===== src/rtl/sram_ctrl_pkg.sv =====
package sram_ctrl_pkg;

    typedef enum logic [2:0] {
        ST_IDLE  = 3'd0,
        ST_READ  = 3'd1,
        ST_RTURN = 3'd2,
        ST_WRITE = 3'd3,
        ST_WREC  = 3'd4
    } ctrl_state_t;

    // whole clock cycles covering a time in picoseconds
    function automatic int ceil_cyc(input int t_ps, input int clk_ps);
        return (t_ps + clk_ps - 1) / clk_ps;
    endfunction

    function automatic int max2(input int a, input int b);
        return (a > b) ? a : b;
    endfunction

endpackage


===== src/rtl/sram_cycle_timer.sv =====
module sram_cycle_timer #(
    parameter int CNT_W = 4
) (
    input  logic             clk,
    input  logic             rst_n,
    input  logic             load,
    input  logic [CNT_W-1:0] load_val,
    output logic             done
);
    logic [CNT_W-1:0] cnt_q;

    always_ff @(posedge clk or negedge rst_n) begin
        if (!rst_n) begin
            cnt_q <= '0;
        end else if (load) begin
            cnt_q <= load_val;
        end else if (cnt_q != '0) begin
            cnt_q <= cnt_q - 1'b1;
        end
    end

    assign done = (cnt_q == '0);
endmodule


===== src/rtl/sram_ctrl_fsm.sv =====
module sram_ctrl_fsm
    import sram_ctrl_pkg::*;
#(
    parameter int ADDR_W   = 18,
    parameter int DATA_W   = 8,
    parameter int CNT_W    = 4,
    parameter int RD_CYC   = 7,
    parameter int WP_CYC   = 6,
    parameter int WREC_CYC = 1,
    parameter int TURN_CYC = 3
) (
    input  logic              clk,
    input  logic              rst_n,
    input  logic              req_valid,
    output logic              req_ready,
    input  logic              req_write,
    input  logic [ADDR_W-1:0] req_addr,
    input  logic [DATA_W-1:0] req_wdata,
    output logic              rd_valid,
    output logic [DATA_W-1:0] rd_data,
    input  logic              tmr_done,
    output logic              tmr_load,
    output logic [CNT_W-1:0]  tmr_val,
    output logic              mem_sel_n,
    output logic              mem_sel_p,
    output logic              mem_wstb_n,
    output logic              mem_ostb_n,
    output logic [ADDR_W-1:0] mem_addr,
    output logic [DATA_W-1:0] mem_dq_o,
    output logic              mem_dq_en,
    input  logic [DATA_W-1:0] mem_dq_i
);
    ctrl_state_t state_q, state_d;
    logic        accept;

    assign req_ready = (state_q == ST_IDLE);
    assign accept    = req_ready && req_valid;

    // next state and counter load
    always_comb begin
        state_d  = state_q;
        tmr_load = 1'b0;
        tmr_val  = '0;
        unique case (state_q)
            ST_IDLE: begin
                if (accept) begin
                    tmr_load = 1'b1;
                    if (req_write) begin
                        state_d = ST_WRITE;
                        tmr_val = CNT_W'(WP_CYC - 1);
                    end else begin
                        state_d = ST_READ;
                        tmr_val = CNT_W'(RD_CYC - 1);
                    end
                end
            end
            ST_READ: begin
                if (tmr_done) begin
                    state_d  = ST_RTURN;
                    tmr_load = 1'b1;
                    tmr_val  = CNT_W'(TURN_CYC - 1);
                end
            end
            ST_RTURN: begin
                if (tmr_done) state_d = ST_IDLE;
            end
            ST_WRITE: begin
                if (tmr_done) begin
                    state_d  = ST_WREC;
                    tmr_load = 1'b1;
                    tmr_val  = CNT_W'(WREC_CYC - 1);
                end
            end
            ST_WREC: begin
                if (tmr_done) state_d = ST_IDLE;
            end
            default: state_d = ST_IDLE;
        endcase
    end

    // state register
    always_ff @(posedge clk or negedge rst_n) begin
        if (!rst_n) state_q <= ST_IDLE;
        else        state_q <= state_d;
    end

    // registered pin and response outputs, decoded from the next state
    always_ff @(posedge clk or negedge rst_n) begin
        if (!rst_n) begin
            mem_sel_n  <= 1'b1;
            mem_sel_p  <= 1'b0;
            mem_wstb_n <= 1'b1;
            mem_ostb_n <= 1'b1;
            mem_dq_en  <= 1'b0;
            mem_addr   <= '0;
            mem_dq_o   <= '0;
            rd_valid   <= 1'b0;
            rd_data    <= '0;
        end else begin
            mem_sel_n  <= !((state_d == ST_READ) || (state_d == ST_WRITE));
            mem_sel_p  <=   (state_d == ST_READ) || (state_d == ST_WRITE);
            mem_wstb_n <= (state_d != ST_WRITE);
            mem_ostb_n <= (state_d != ST_READ);
            mem_dq_en  <= (state_d == ST_WRITE);
            if (accept) begin
                mem_addr <= req_addr;
                mem_dq_o <= req_wdata;
            end
            rd_valid <= (state_q == ST_READ) && tmr_done;
            if ((state_q == ST_READ) && tmr_done) rd_data <= mem_dq_i;
        end
    end
endmodule


===== src/rtl/sram_async_ctrl.sv =====
module sram_async_ctrl
    import sram_ctrl_pkg::*;
#(
    parameter int ADDR_W    = 18,
    parameter int DATA_W    = 8,
    parameter int CLK_PS    = 10000,
    parameter int T_RC_PS   = 70000,
    parameter int T_AA_PS   = 70000,
    parameter int T_DOE_PS  = 35000,
    parameter int T_HZOE_PS = 25000,
    parameter int T_WC_PS   = 70000,
    parameter int T_PWE_PS  = 45000,
    parameter int T_AW_PS   = 60000,
    parameter int T_SD_PS   = 30000
) (
    input  logic              clk,
    input  logic              rst_n,
    input  logic              req_valid,
    output logic              req_ready,
    input  logic              req_write,
    input  logic [ADDR_W-1:0] req_addr,
    input  logic [DATA_W-1:0] req_wdata,
    output logic              rd_valid,
    output logic [DATA_W-1:0] rd_data,
    output logic              mem_sel_n,
    output logic              mem_sel_p,
    output logic              mem_wstb_n,
    output logic              mem_ostb_n,
    output logic [ADDR_W-1:0] mem_addr,
    output logic [DATA_W-1:0] mem_dq_o,
    output logic              mem_dq_en,
    input  logic [DATA_W-1:0] mem_dq_i
);
    localparam int RD_CYC   = max2(1, max2(ceil_cyc(T_RC_PS, CLK_PS),
                                     max2(ceil_cyc(T_AA_PS, CLK_PS), ceil_cyc(T_DOE_PS, CLK_PS))));
    localparam int WP_CYC   = max2(1, max2(ceil_cyc(T_PWE_PS, CLK_PS),
                                     max2(ceil_cyc(T_AW_PS, CLK_PS), ceil_cyc(T_SD_PS, CLK_PS))));
    localparam int WREC_CYC = max2(1, ceil_cyc(T_WC_PS, CLK_PS) - WP_CYC);
    localparam int TURN_CYC = max2(1, ceil_cyc(T_HZOE_PS, CLK_PS));
    localparam int MAX_CYC  = max2(max2(RD_CYC, WP_CYC), max2(WREC_CYC, TURN_CYC));
    localparam int CNT_W    = $clog2(MAX_CYC + 1);

    logic             tmr_load;
    logic             tmr_done;
    logic [CNT_W-1:0] tmr_val;

    sram_cycle_timer #(.CNT_W(CNT_W)) u_timer (
        .clk      (clk),
        .rst_n    (rst_n),
        .load     (tmr_load),
        .load_val (tmr_val),
        .done     (tmr_done)
    );

    sram_ctrl_fsm #(
        .ADDR_W   (ADDR_W),
        .DATA_W   (DATA_W),
        .CNT_W    (CNT_W),
        .RD_CYC   (RD_CYC),
        .WP_CYC   (WP_CYC),
        .WREC_CYC (WREC_CYC),
        .TURN_CYC (TURN_CYC)
    ) u_fsm (
        .clk        (clk),
        .rst_n      (rst_n),
        .req_valid  (req_valid),
        .req_ready  (req_ready),
        .req_write  (req_write),
        .req_addr   (req_addr),
        .req_wdata  (req_wdata),
        .rd_valid   (rd_valid),
        .rd_data    (rd_data),
        .tmr_done   (tmr_done),
        .tmr_load   (tmr_load),
        .tmr_val    (tmr_val),
        .mem_sel_n  (mem_sel_n),
        .mem_sel_p  (mem_sel_p),
        .mem_wstb_n (mem_wstb_n),
        .mem_ostb_n (mem_ostb_n),
        .mem_addr   (mem_addr),
        .mem_dq_o   (mem_dq_o),
        .mem_dq_en  (mem_dq_en),
        .mem_dq_i   (mem_dq_i)
    );
endmodule


===== config.mk =====
export PLATFORM = sky130hd
export DESIGN_NAME = sram_async_ctrl
export DESIGN_NICKNAME = d
export VERILOG_FILES = /design/src/rtl/sram_ctrl_pkg.sv /design/src/rtl/sram_cycle_timer.sv /design/src/rtl/sram_ctrl_fsm.sv /design/src/rtl/sram_async_ctrl.sv
export SDC_FILE = /design/constraint.sdc
export NUM_CORES = 1
export LEC_CHECK = 0
export BUFFER_PORTS_ARGS = -buffer_cell sky130_fd_sc_hd__buf_2
export CAP_MARGIN = 10
export CORE_MARGIN = 2
export CORE_UTILIZATION = 43
export DETAILED_ROUTE_END_ITERATION = 10
export PLACE_DENSITY_LB_ADDON = 0.15
export RECOVER_POWER = 50
export SLEW_MARGIN = 25
export SYNTH_ARGS = -nofsm -noshare
export SYNTH_HDL_FRONTEND = slang
export SYNTH_SLANG_ARGS = --single-unit

===== constraint.sdc =====
create_clock -name clk -period 1.6 [get_ports clk]
set_clock_uncertainty 0.05 [all_clocks]
set_input_delay 0.24 -clock clk [delete_from_list [all_inputs] [get_ports clk]]
set_output_delay 0.24 -clock clk [all_outputs]
set_load 0.01 [all_outputs]

==> impl_metrics.toml <==
[timing]
finalCriticalPeriod_ns = 1.59
rsz0062_at_grt = "true"
fmax_ghz = 0.630
post-route-period-util = 0.992
setup_violations = 0
hold_viol = 0
drv_slew = 0
worst_pin_slew_ns = 0.612
setup_tns_ns = 0
slew_headroom = 0.592

[clock_tree]
clk_pin_slew_ns = 0.08
clock-sinks = 46
numCtsBuffers = 5
htreeDepth = 2
clk_latency_ns = 0.29
cts_root_buf = "clkbuf_8"
cts_tree = "built"
cts_buffer_depth = 2

[critical_path]
crit_fanout = 10
critPathCaptureType = "register"
path_class = "register to register"
crit_family = "flip-flops"
critPathMaxStageDelay_ns = 0.45
cp_slowest_cell = "dfrtp_2"
crit_chain = "nor4b_4, buf_6, buf_12, mux2_4"
crit_buf_inv = 2
crit_cells = 4
cp-start-kind = "register"
required_ns = 1.73
ff2ff_path_depth = 4
arrival_ns = 1.72

[global_routing]
antenna_found_initial = 0
grt_usage = 0.160
first_global_vias = 1313
overflow = 0
grt_pass1_wl_um = 6420
grt_max_degree = 47

[floorplan]
core_area_mm2 = 0.00441
io_pins = 79
die_w_um = 71.9
die-area_mm2 = 0.00517
initial_core_util = 0.450
die_y_um = 71.9
core.rowCount = 24

[drt]
wl_per_cell_um = 14.8
drt-initial-drc-count = 51
firstDrtPassIters = 4
wl_um = 4030
drc_errors = 0
vias = 1295
via_per_inst = 4.76
detail-route-antenna-nets = 0

[pwr]
total_power_uw = 5590
max-vdd-ir-drop_uv = 940
pwr_density_cell_mw_per_mm2 = 2060
leakage_uw = 0.00136

[logic_synthesis]
ys_seq_area_frac = 0.582
synth_cells = 123
ys_ff_latch = 46
syn-cell-area_mm2 = 0.00198
avgSynthCellArea_um2 = 16.1
syn_nets = 163
netlist-cell-type-count = 28
yosys_warnings = 0

[hold_path]
holdPathStages = 2
hold_class = "input pin to register"

[place]
gp_congestion = 0.788
postPlaceCellArea_mm2 = 0.00249
dp.final_hpwl_um = 2730
port_buffers = 78
placed_cells = 256

[cells_and_area]
synthToLayoutAreaGrowth_pct = 36.9
fin_area_mm2 = 0.00272
multi_input_area_um2 = 801
nNetsFinal = 259
drive_gt1_frac = 0.655
fillCellCount = 368
layout.area.seq_mm2 = 0.00116
antenna_cells = 0
instances_no_fill = 272

[job]
drv_cap = 0

[status]
status = "complete, no violations"
timing repair:
action | in CTS | in global routing
hold buffers | 1 | 0
endpoints found under the hold margin | 43 | 0
pin swaps | 0 | 1
setup endpoints to repair | 3 | 24
setup buffers | 0 | 5
gates resized for setup | 2 | 7
cloned | 0 | 2
cell usage after synthesis:
cell	number	share of area
nand2b_4	2	0.014
or2_2	3	0.0095
and3_1	1	0.0032
nand2_1	3	0.0057
dfrtp_1	43	0.54
mux2_1	4	0.023
nor3b_1	1	0.0038
nor4b_4	1	0.012
buf_6	4	0.023
a22o_1	1	0.0044
a21o_1	1	0.0038
nand3b_1	2	0.0076
nor2b_1	1	0.0032
nor2_1	5	0.0095
nor3_4	1	0.0082
and4bb_2	1	0.0063
inv_1	3	0.0057
mux2_4	28	0.21
o21bai_1	1	0.0038
nor3_1	3	0.0076
dfstp_2	3	0.040
a31oi_1	2	0.0063
buf_8	1	0.0076
a21oi_1	2	0.0050
o41a_1	1	0.0057
a211o_1	1	0.0044
ha_1	2	0.013
mux2_2	2	0.011
kinds of logic after synthesis:
| logic type | synth area share |
|---|---|
| compound gates | 0.0334 |
| buf+inv | 0.0359 |
| flops | 0.582 |
| simple gates | 0.0902 |
| fa+ha+maj | 0.0126 |
| mux | 0.246 |
area by class of cell:
class	count	share of cell area
Clock buffer	5	0.0253
Clock inverter	3	0.0147
Inverter	3	0.00415
Multi-Input combinational cell	69	0.295
Sequential cell	46	0.426
Tap cell	52	0.0240
Timing Repair Buffer	94	0.211
per-stage QoR:
stage / util / setup slack (ns) / hold WS (ns)
after floorplan: - / -0.0364 / -0.106
after global placement: 0.565 / 0.0428 / 0.297
after detailed placement: 0.565 / -0.00465 / 0.311
after CTS: 0.594 / 0.0316 / 0.112
after global routing: 0.615 / -0.0435 / 0.112
final: 0.615 / 0.0123 / 0.120
cell usage in the layout (no fill, tap or decap), types with 2 or more instances in the layout:
master | netlist | final
nor2_1 | 5 | 5
nor3_1 | 3 | 3
clkbuf_8 | 0 | 5
a21oi_1 | 2 | 2
buf_6 | 4 | 4
or2_2 | 3 | 3
buf_12 | 0 | 3
dfrtp_1 | 43 | 42
mux2_4 | 28 | 33
inv_2 | 0 | 2
clkbuf_1 | 0 | 7
buf_2 | 0 | 71
a31oi_1 | 2 | 2
nand3b_1 | 2 | 2
dfstp_2 | 3 | 3
clkinv_2 | 0 | 2
buf_4 | 0 | 6
nand2b_4 | 2 | 2
nand2_1 | 3 | 3
final timing paths:
| path | to | from | slack (ns) |
|---|---|---|---|
| min in group asynchronous | u_fsm.mem_addr[1]$_DFFE_PN0P_ | rst_n | 0.54 |
| min | u_fsm.mem_addr[1]$_DFFE_PN0P_ | req_addr[1] | 0.12 |
| max reg2reg | u_fsm.mem_addr[2]$_DFFE_PN0P_ | u_fsm.state_q[2]$_DFF_PN0_ | 0.01 |
| max | u_fsm.mem_addr[2]$_DFFE_PN0P_ | u_fsm.state_q[2]$_DFF_PN0_ | 0.01 |
| min reg2reg | u_fsm.mem_addr[14]$_DFFE_PN0P_ | u_fsm.mem_addr[14]$_DFFE_PN0P_ | 0.46 |
| max in group asynchronous | u_fsm.state_q[2]$_DFF_PN0_ | rst_n | 0.51 |
state kept, by name, summed over array words and instances, names as in the netlist:
signal / count
u_fsm.mem_addr: 18
u_fsm.mem_dq_en: 1
u_fsm.mem_dq_o: 8
u_fsm.mem_ostb_n: 1
u_fsm.mem_sel_n: 1
u_fsm.mem_sel_p: 1
u_fsm.mem_wstb_n: 1
u_fsm.rd_data: 8
u_fsm.rd_valid: 1
u_fsm.state_q: 3
u_timer.cnt_q: 3
where the power goes:
part | total (uW) | switching [uW] | internal (uW)
sequential | 2070 | 305 | 1760
combinational | 2700 | 1140 | 1550
clock | 825 | 365 | 459
total | 5590 | 1810 | 3780
routing by layer:
metal  vias up  track usage  wire [um]
met3         6       0.0431        213
met2        41        0.247       1920
met1       626        0.218       1840
met5         -            0          0
li1        622            -          -
met4         0       0.0608         49
Note: power is estimated with default switching activity, not from simulation.
